<file path="config.mk">
export PLATFORM = sky130hd
export DESIGN_NAME = fp_order_flagger
export DESIGN_NICKNAME = d
export VERILOG_FILES = /design/src/rtl/fpcmp_pkg.sv /design/src/rtl/fpcmp_classify.sv /design/src/rtl/fpcmp_order.sv /design/src/rtl/fpcmp_excpt.sv /design/src/rtl/fp_order_flagger.sv
export SDC_FILE = /design/constraint.sdc
export NUM_CORES = 1
export LEC_CHECK = 0
export BUFFER_PORTS_ARGS = -buffer_cell sky130_fd_sc_hd__buf_4
export CELL_PAD_IN_SITES_DETAIL_PLACEMENT = 1
export CELL_PAD_IN_SITES_GLOBAL_PLACEMENT = 1
export CORE_MARGIN = 2
export CORE_UTILIZATION = 30
export CTS_BUF_LIST = sky130_fd_sc_hd__clkbuf_8
export CTS_CLUSTER_DIAMETER = 80
export DETAILED_ROUTE_END_ITERATION = 7
export PLACE_DENSITY_LB_ADDON = 0.12
export SYNTH_ARGS = -nofsm -noshare
export SYNTH_HDL_FRONTEND = slang
export SYNTH_SLANG_ARGS = --single-unit
</file>
<file path="constraint.sdc">
create_clock -name clk -period 0.8 [get_ports clk]
set_clock_uncertainty 0.15 [all_clocks]
set_input_delay 0.04 -clock clk [delete_from_list [all_inputs] [get_ports clk]]
set_output_delay 0.04 -clock clk [all_outputs]
set_load 0.01 [all_outputs]
</file>
<file path="src/rtl/fpcmp_pkg.sv">
package fpcmp_pkg;

  typedef enum logic [1:0] {
    ORD_GT = 2'd0,
    ORD_LT = 2'd1,
    ORD_EQ = 2'd2,
    ORD_UN = 2'd3
  } ord_e;

  typedef struct packed {
    logic sign;
    logic is_zero;
    logic is_den;
    logic is_nan;
    logic is_snan;
  } opclass_t;

  typedef struct packed {
    logic zf;
    logic pf;
    logic cf;
    logic ovf;
    logic sgn;
    logic aux;
  } stat_t;

endpackage

</file>
<file path="src/rtl/fpcmp_classify.sv">
module fpcmp_classify
  import fpcmp_pkg::*;
#(
  parameter int EXP_W  = 11,
  parameter int FRAC_W = 52
) (
  input  logic [EXP_W+FRAC_W:0]   op_i,
  output opclass_t                cls_o,
  output logic [EXP_W+FRAC_W-1:0] mag_o
);

  localparam int W    = 1 + EXP_W + FRAC_W;
  localparam int QBIT = FRAC_W - 1;

  logic [EXP_W-1:0]  exp_f;
  logic [FRAC_W-1:0] frac_f;
  logic              exp_ones;
  logic              exp_zero;
  logic              frac_nz;

  always_comb begin
    exp_f    = op_i[W-2 -: EXP_W];
    frac_f   = op_i[FRAC_W-1:0];
    exp_ones = &exp_f;
    exp_zero = ~|exp_f;
    frac_nz  = |frac_f;

    cls_o.sign    = op_i[W-1];
    cls_o.is_nan  = exp_ones & frac_nz;
    cls_o.is_snan = exp_ones & frac_nz & ~frac_f[QBIT];
    cls_o.is_den  = exp_zero & frac_nz;
    cls_o.is_zero = exp_zero & ~frac_nz;
    mag_o         = op_i[W-2:0];
  end

endmodule

</file>
<file path="src/rtl/fpcmp_order.sv">
module fpcmp_order
  import fpcmp_pkg::*;
#(
  parameter int MAG_W = 63
) (
  input  opclass_t         cls_a_i,
  input  opclass_t         cls_b_i,
  input  logic [MAG_W-1:0] mag_a_i,
  input  logic [MAG_W-1:0] mag_b_i,
  output ord_e             ord_o
);

  logic mag_eq;
  logic mag_gt;
  logic a_above;

  always_comb begin
    mag_eq  = (mag_a_i == mag_b_i);
    mag_gt  = (mag_a_i > mag_b_i);
    // both negative: larger magnitude sits lower
    a_above = cls_a_i.sign ? ~mag_gt : mag_gt;

    if (cls_a_i.is_nan || cls_b_i.is_nan) begin
      ord_o = ORD_UN;
    end else if (cls_a_i.is_zero && cls_b_i.is_zero) begin
      ord_o = ORD_EQ;
    end else if (mag_eq && (cls_a_i.sign == cls_b_i.sign)) begin
      ord_o = ORD_EQ;
    end else if (cls_a_i.sign != cls_b_i.sign) begin
      ord_o = cls_a_i.sign ? ORD_LT : ORD_GT;
    end else begin
      ord_o = a_above ? ORD_GT : ORD_LT;
    end
  end

endmodule

</file>
<file path="src/rtl/fpcmp_excpt.sv">
module fpcmp_excpt
  import fpcmp_pkg::*;
(
  input  opclass_t cls_a_i,
  input  opclass_t cls_b_i,
  input  ord_e     ord_i,
  input  logic     sig_mode_i,
  input  logic     inv_mask_i,
  input  logic     den_mask_i,
  output stat_t    stat_o,
  output logic     inv_o,
  output logic     den_o,
  output logic     we_o
);

  logic any_nan;
  logic any_snan;
  logic unmasked;

  always_comb begin
    any_nan  = cls_a_i.is_nan | cls_b_i.is_nan;
    any_snan = cls_a_i.is_snan | cls_b_i.is_snan;
    inv_o    = sig_mode_i ? any_nan : any_snan;
    den_o    = cls_a_i.is_den | cls_b_i.is_den;
    unmasked = (inv_o & ~inv_mask_i) | (den_o & ~den_mask_i);
    we_o     = ~unmasked;

    stat_o = '0;
    unique case (ord_i)
      ORD_GT: {stat_o.zf, stat_o.pf, stat_o.cf} = 3'b000;
      ORD_LT: {stat_o.zf, stat_o.pf, stat_o.cf} = 3'b001;
      ORD_EQ: {stat_o.zf, stat_o.pf, stat_o.cf} = 3'b100;
      default: {stat_o.zf, stat_o.pf, stat_o.cf} = 3'b111;
    endcase
  end

endmodule

</file>
<file path="src/rtl/fp_order_flagger.sv">
module fp_order_flagger
  import fpcmp_pkg::*;
#(
  parameter int EXP_W  = 11,
  parameter int FRAC_W = 52
) (
  input  logic                    clk,
  input  logic                    rst_n,
  input  logic                    start_i,
  input  logic [EXP_W+FRAC_W:0]   opa_i,
  input  logic [EXP_W+FRAC_W:0]   opb_i,
  input  logic                    sig_mode_i,
  input  logic                    inv_mask_i,
  input  logic                    den_mask_i,
  output logic                    zf_o,
  output logic                    pf_o,
  output logic                    cf_o,
  output logic                    of_o,
  output logic                    sf_o,
  output logic                    af_o,
  output logic                    inv_o,
  output logic                    den_o,
  output logic                    flag_we_o
);

  localparam int W     = 1 + EXP_W + FRAC_W;
  localparam int MAG_W = W - 1;
  localparam int N_OPS = 2;

  // reset: asserted asynchronously, released on the clock
  logic [1:0] rst_sync_q;
  logic       rst_int_n;

  always_ff @(posedge clk or negedge rst_n) begin
    if (!rst_n) rst_sync_q <= '0;
    else        rst_sync_q <= {rst_sync_q[0], 1'b1};
  end
  assign rst_int_n = rst_sync_q[1];

  // operand classification, one lane per operand
  logic [W-1:0]     op_arr  [N_OPS];
  opclass_t         cls_arr [N_OPS];
  logic [MAG_W-1:0] mag_arr [N_OPS];

  assign op_arr[0] = opa_i;
  assign op_arr[1] = opb_i;

  for (genvar gi = 0; gi < N_OPS; gi++) begin : g_cls
    fpcmp_classify #(
      .EXP_W (EXP_W),
      .FRAC_W(FRAC_W)
    ) u_cls (
      .op_i (op_arr[gi]),
      .cls_o(cls_arr[gi]),
      .mag_o(mag_arr[gi])
    );
  end

  ord_e ord_w;

  fpcmp_order #(
    .MAG_W(MAG_W)
  ) u_order (
    .cls_a_i(cls_arr[0]),
    .cls_b_i(cls_arr[1]),
    .mag_a_i(mag_arr[0]),
    .mag_b_i(mag_arr[1]),
    .ord_o  (ord_w)
  );

  stat_t stat_d;
  logic  inv_d;
  logic  den_d;
  logic  we_d;

  fpcmp_excpt u_excpt (
    .cls_a_i   (cls_arr[0]),
    .cls_b_i   (cls_arr[1]),
    .ord_i     (ord_w),
    .sig_mode_i(sig_mode_i),
    .inv_mask_i(inv_mask_i),
    .den_mask_i(den_mask_i),
    .stat_o    (stat_d),
    .inv_o     (inv_d),
    .den_o     (den_d),
    .we_o      (we_d)
  );

  // clock enables
  logic  stat_en;
  logic  exc_en;
  stat_t stat_q;
  logic  inv_q;
  logic  den_q;
  logic  we_q;

  always_comb begin
    exc_en  = start_i;
    stat_en = start_i & we_d;
  end

  always_ff @(posedge clk or negedge rst_int_n) begin
    if (!rst_int_n) begin
      stat_q <= '0;
      inv_q  <= 1'b0;
      den_q  <= 1'b0;
      we_q   <= 1'b0;
    end else begin
      if (stat_en) stat_q <= stat_d;
      if (exc_en) begin
        inv_q <= inv_d;
        den_q <= den_d;
        we_q  <= we_d;
      end
    end
  end

  assign zf_o      = stat_q.zf;
  assign pf_o      = stat_q.pf;
  assign cf_o      = stat_q.cf;
  assign of_o      = stat_q.ovf;
  assign sf_o      = stat_q.sgn;
  assign af_o      = stat_q.aux;
  assign inv_o     = inv_q;
  assign den_o     = den_q;
  assign flag_we_o = we_q;

endmodule

</file>
==> reports/results.tsv, run 1 <==
metric	value	unit
Post-synth top cells	inv_1, ha_1, nor4_1, a21oi_1, nand4_1	
worst skew pair latency	0.23	ns
vias in the first global route	3792	
crit-path max cell delay	0.38	ns
Worst Setup Start Kind	primary input	
Hold WS	-0.0388	ns
FFs w/ async S/R, synth	1.00	
critical path capture point type	flip-flop	
Synth Area in Compound Gates	0.158	
total clock buffers created by CTS	3	
Synth Register Bits	8	
Post-Synth XOR/XNOR Area	0.00376	
CTS Sinks	8	
Root Driver	clkbuf_8	
Cells after Synth	324	
Initial Utilization	0.306	
total power	0.00306	W
PwrDens	647	nW/µm²
row count	32	
kind of critical path	in2reg	
largest net degree at the start of global routing	7	
first-pass GRT wire length	17100	µm
outcome	finished with violations	
syn_area_per_cell	7.18	µm²
Routed WL per cell	16.6	µm
I/O Pins	143	
nets	749	
post-route non-filler standard cell count	652	
layout cell share with drive strength beyond 1	0.522	
post-synth top area share	0.339	
CP Depth	9	
max-slew violations	0	
origin of the worst setup path	opb_i[39]	
main combinational cell family by area after synthesis	adder cells	
max_cap viols	0	
Setup Viol. Count Final	12	
Yosys cell types	35	
routed wire length	10800	µm
All-Layer GR Usage	0.250	
leakage	2.44	nW
TritonRoute pass-1 iters	4	
top-count cell post-synth	inv_1	
final setup margin	-1.39	ns
Antenna Cells	0	
crit share post-route	2.73	
Post-Synth Adder-Cell Area	0.339	
Cells after DPL	643	
CTS max path bufs	2	
Final ANT Viol Nets	0	
worst path buffer plus inverter count	2	
post-DP HPWL	9260	µm
Initial DRC Count	49	
gr ovfl total	0	
Synth area leaders	ha_1, inv_1, dfrtp_1	
Clock transition at path regs	0.04	ns
post-synthesis cell area	2330	µm²
DRC Markers	0	
Place WS	-1.82	ns
die area	8480	µm²
critical-path cell list	buf_4, buf_4, nor4_4, nand4_1, nor4_4, o22ai_2, a211oi_2, o211ai_1, mux2_1	
Crit Path Max Fanout	4	
routability cong.	0.865	
die width	92.1	µm
Worst Path Required	0.76	ns
DR vias	3345	
initial antenna violation count	0	
YS warnings	0	
Synth-to-Final Area Change	103	%
vias per std cell	5.13	
CTS tree	done	
RSZ-0062 raised after global routing	yes	
Final min period	2.19	ns
highest clock rate	0.457	GHz
peak supply drop	0.950	mV
Port Buffers	139	
r2r worst-path depth	1	
min-delay worst type	reg2async	
worst r2r src	zf_o	
post-synthesis mux area share	0.00968	
cts hold-fix bufs	1	
Core Area	7610	µm²
area leader, netlist	ha_1	
Post-synth EDFFs	0	
failing checks	negative hold slack, negative setup slack	
cell family with most CP delay	simple AND/OR/NAND/NOR gates	
Hold Fails Final Rpt	10	
Primary FF master, synth	dfrtp_1	
sequential fraction of the synthesis area	0.0860	
Data arrival, critical path	2.15	ns
H-tree levels	1	
DIE HEIGHT	92.1	µm
Critical-path top delay cell	mux2_1	
simple-gate area share of the yosys netlist	0.280	
## through the flow
stage          cell area, µm²  utilization  TNS (ns)
2_1_floorplan            2560            -     -5.51
3_3_place_gp             4300        0.566     -9.42
3_5_place_dp             4300        0.566     -9.70
4_1_cts                  4660        0.613     -7.99
5_1_grt                  4720        0.621     -8.95
6_report                 4720        0.621     -8.17
## logic make-up (layout without fill, tap and decap cells)
group / after synthesis / after routing
simple gates: 117 / 117
buf+inv: 72 / 296
fa+ha+maj: 63 / 63
compound gates: 59 / 59
flops: 8 / 8
other cells: 2 / 4
mux: 2 / 2
xor+xnor: 1 / 1
## worst paths after layout
check | to | slack, ns
max | zf_o | -1.39
max reg2reg | zf_o | -0.19
max in group asynchronous | cf_o | 0.32
min | flag_we_o | -0.04
min reg2reg | flag_we_o | -0.04
min in group clk | inv_o | -0.02
## cell usage in the layout, fill, tap and decap left out, types with 11 or more instances in the layout
cell type,count
buf_4,203
inv_1,59
a21oi_1,24
ha_1,52
nor4_1,12
nand2_1,18
nor4_4,13
buf_6,18
ha_4,11
nor2_1,12
nand4_1,24
## state kept, by name, indices dropped and copies added (netlist names)
| signal | cells |
|---|---|
| inv_o | 1 |
| flag_we_o | 1 |
| cf_o | 1 |
| rst_sync_q | 2 |
| den_o | 1 |
| zf_o | 1 |
| pf_o | 1 |
## power breakdown
| group | leakage [nW] | total [W] | internal [W] | switching (W) |
|---|---|---|---|---|
| Clock | 0.0216 | 0.000499 | 0.000327 | 0.000172 |
| Combinational | 2.32 | 0.00211 | 0.00117 | 0.000935 |
| Sequential | 0.0978 | 0.000452 | 0.000429 | 0.0000225 |
| Total | 2.44 | 0.00306 | 0.00193 | 0.00113 |
## area by class of cell
type                    instances  area [µm²]
multi-input cells             246        2320
clock buffers                   3        41.3
fillers                       926        2890
inverters                      69         269
flip-flops and latches          8         200
well taps                     102         128
repair buffers                224        1770
## what timing repair did
action,4_1_cts,5_1_grt
pin swaps,20,10
setup endpoints to repair,12,12
gates resized for setup,49,16
endpoints found under the hold margin,11,7
setup buffers,9,2
## layer usage
layer,routed length [µm],GRT usage
met2,6170,0.520
met3,500,0.0386
met4,153,0.0547
met5,0,0
met1,4020,0.257
Power figures use the tool's default switching activity.
==> inputs of run 2 (changes only) <==
--- a/config.mk
+++ b/config.mk
@@ -8,6 +8,7 @@
 export BUFFER_PORTS_ARGS = -buffer_cell sky130_fd_sc_hd__buf_4
 export CELL_PAD_IN_SITES_DETAIL_PLACEMENT = 1
 export CELL_PAD_IN_SITES_GLOBAL_PLACEMENT = 1
+export CORE_ASPECT_RATIO = 2
 export CORE_MARGIN = 2
 export CORE_UTILIZATION = 30
 export CTS_BUF_LIST = sky130_fd_sc_hd__clkbuf_8
==> run 2 against run 1 <==
Against the previous run: the flow still finishes with violations (negative hold slack, negative setup slack); flip-flop and latch count is the same; critical path depth is the same; clock-buffer cell count is the same; fmax shrank 1.6%; sequential share of layout area is essentially flat; sequential power is essentially flat; via count grew 6.2%; final area is essentially flat; critical path type unchanged; critical endpoint is now cf_o; largest power group unchanged.
==> reports/results.tsv, run 2 (synthesis gave the netlist of run 1 again) <==
metric	value	unit	change
outcome	finished with violations		
failing checks	negative hold slack, negative setup slack		
post-DP HPWL	10500	µm	+13%
DIE HEIGHT	129	µm	+40%
Data arrival, critical path	2.22	ns	+0.07 ns
Critical-path top delay cell	or4b_1		
Hold WS	-0.0628	ns	-0.0240 ns
CTS Sinks	8		unchanged
fill count	967		+4.4%
final core utilization	0.626		+0.00531
Core Area	7540	µm²	-0.82%
max-slew violations	0		unchanged
PwrDens	669	nW/µm²	+3.4%
initial antenna violation count	0		unchanged
min-delay worst type	reg2async		
H-tree levels	1		unchanged
commonest non-fill, non-tap cell in the layout	buf_4		
most frequent cells in the layout	buf_4, inv_1, ha_1		
met1 WL	3500	µm	-13%
Port Buffers	139		unchanged
highest clock rate	0.450	GHz	-1.6%
I/O Pins	143		unchanged
max FFs per register	2		unchanged
routability cong.	0.878		+1.5%
total clock buffers created by CTS	3		unchanged
All-Layer GR Usage	0.283		+0.0334
Root Driver	clkbuf_8		
critical-path cell list	buf_4, ha_1, a21oi_1, nand2_1, a21oi_1, a21oi_1, a211o_1, or4b_1, a32oi_1		
Synth-to-Final Area Change	103	%	about the same
Final min period	2.22	ns	+0.0359 ns
Met3 Wirelength	540	µm	+8.0%
nets	764		+2.0%
uppermost layer routed	met4		
Clock transition at path regs	0.04	ns	about the same
die area	8520	µm²	+0.51%
crit share post-route	2.78		+0.0448
TritonRoute pass-1 iters	4		unchanged
CTS max path bufs	2		unchanged
cell family with most CP delay	compound AO/OA/AOI/OAI gates		
Final ANT Viol Nets	0		unchanged
largest net degree at the start of global routing	7		unchanged
leakage	2.51	nW	+2.5%
setup TNS	-8.20	ns	-0.0324 ns
die width	66.3	µm	-28%
critical path capture point type	flip-flop		
Worst Path Required	0.80	ns	+0.04 ns
DR vias	3554		+6.2%
gr ovfl total	0		unchanged
Worst Setup Start Kind	primary input		
CTS tree	done		
crit-path max cell delay	0.48	ns	+0.10 ns
worst path buffer plus inverter count	1		-1
row count	45		+41%
kind of critical path	in2reg		
max_cap viols	0		unchanged
met2 WL	7500	µm	+22%
vias in the first global route	4157		+9.6%
crit-path most repeated cell	a21oi_1		
worst skew pair latency	0.23	ns	about the same
Crit Path Max Fanout	3		-1
routed wire length	12500	µm	+15%
first-pass GRT wire length	18400	µm	+7.7%
cts hold-fix bufs	1		unchanged
Routed WL per cell	19.0	µm	+14%
vias per std cell	5.39		+5.1%
Antenna Cells	0		unchanged
Setup Viol. Count Final	12		unchanged
RSZ-0062 raised after global routing	yes		
peak supply drop	0.900	mV	-5.3%
Initial Utilization	0.308		+0.00254
Hold Fails Final Rpt	12		+2
final setup margin	-1.42	ns	-0.0359 ns
Largest Register	rst_sync_q		
Initial DRC Count	102		+110%
layout cell share with drive strength beyond 1	0.515		-0.00677
DRC Markers	0		unchanged
## run 2: cell types whose count changed in the layout (fill, tap and decap cells not counted), moves of 4 or more
cell    before  now
buf_4      203  218
inv_2        7    3
inv_4        2    6
nor4_1      12   18
nor4_4      13    7
## run 2: area by class of cell
cell class,instances,area (µm²),share of cell area
Multi-Input combinational cell,246,2200,0.466
Clock buffer,3,41.3,0.00874
Sequential cell,8,200,0.0424
Timing Repair Buffer,239,1880,0.399
Tap cell,94,118,0.0249
Inverter,69,279,0.0591
## run 2: worst paths after layout
path / startpoint / to / slack, ns / depth (start not counted)
worst max-delay path: opa_i[29] / cf_o / -1.42 / 9
worst min-delay path: rst_sync_q[1] / den_o / -0.06 / 0
worst max register to register: pf_o / pf_o / -0.18 / 1
worst min register to register: rst_sync_q[1] / den_o / -0.06 / 0
max in group asynchronous: rst_sync_q[1] / inv_o / 0.36 / 0
min in group clk: start_i / flag_we_o / -0.03 / 3
## run 2: through the flow
step | hold WS (ns) | total power, W | std cells | cell area, µm² | worst slack [ns]
2_1_floorplan | -0.406 | 0.00117 | 326 | 2560 | -1.34
3_3_place_gp | -0.328 | 0.00238 | 647 | 4400 | -1.62
3_5_place_dp | -0.328 | 0.00248 | 647 | 4400 | -1.71
4_1_cts | -0.0508 | 0.00309 | 657 | 4640 | -1.42
5_1_grt | -0.0208 | 0.00337 | 659 | 4720 | -1.51
6_report | -0.0628 | 0.00316 | 659 | 4720 | -1.42
## run 2: layer usage
layer | vias to the layer above | global-route usage
met1 | 1667 | 0.216
met4 | 0 | 0.203
met3 | 61 | 0.0271
li1 | 1674 | -
met2 | 152 | 0.596
met5 | - | 0
## run 2: report_power, final
| part | leakage [nW] | internal, W | switching, W | total, W |
|---|---|---|---|---|
| Sequential | 0.0978 | 0.000429 | 0.0000225 | 0.000452 |
| Clock | 0.0216 | 0.000327 | 0.000177 | 0.000504 |
| Combinational | 2.39 | 0.00122 | 0.000981 | 0.00220 |
## run 2: repair_timing
action | in CTS | in global routing
resized for setup | 36 | 10
buffers inserted | 7 | 3
endpoints found under the hold margin | 10 | 8
pin swaps | 14 | 10
endpoints found under the setup margin | 12 | 12
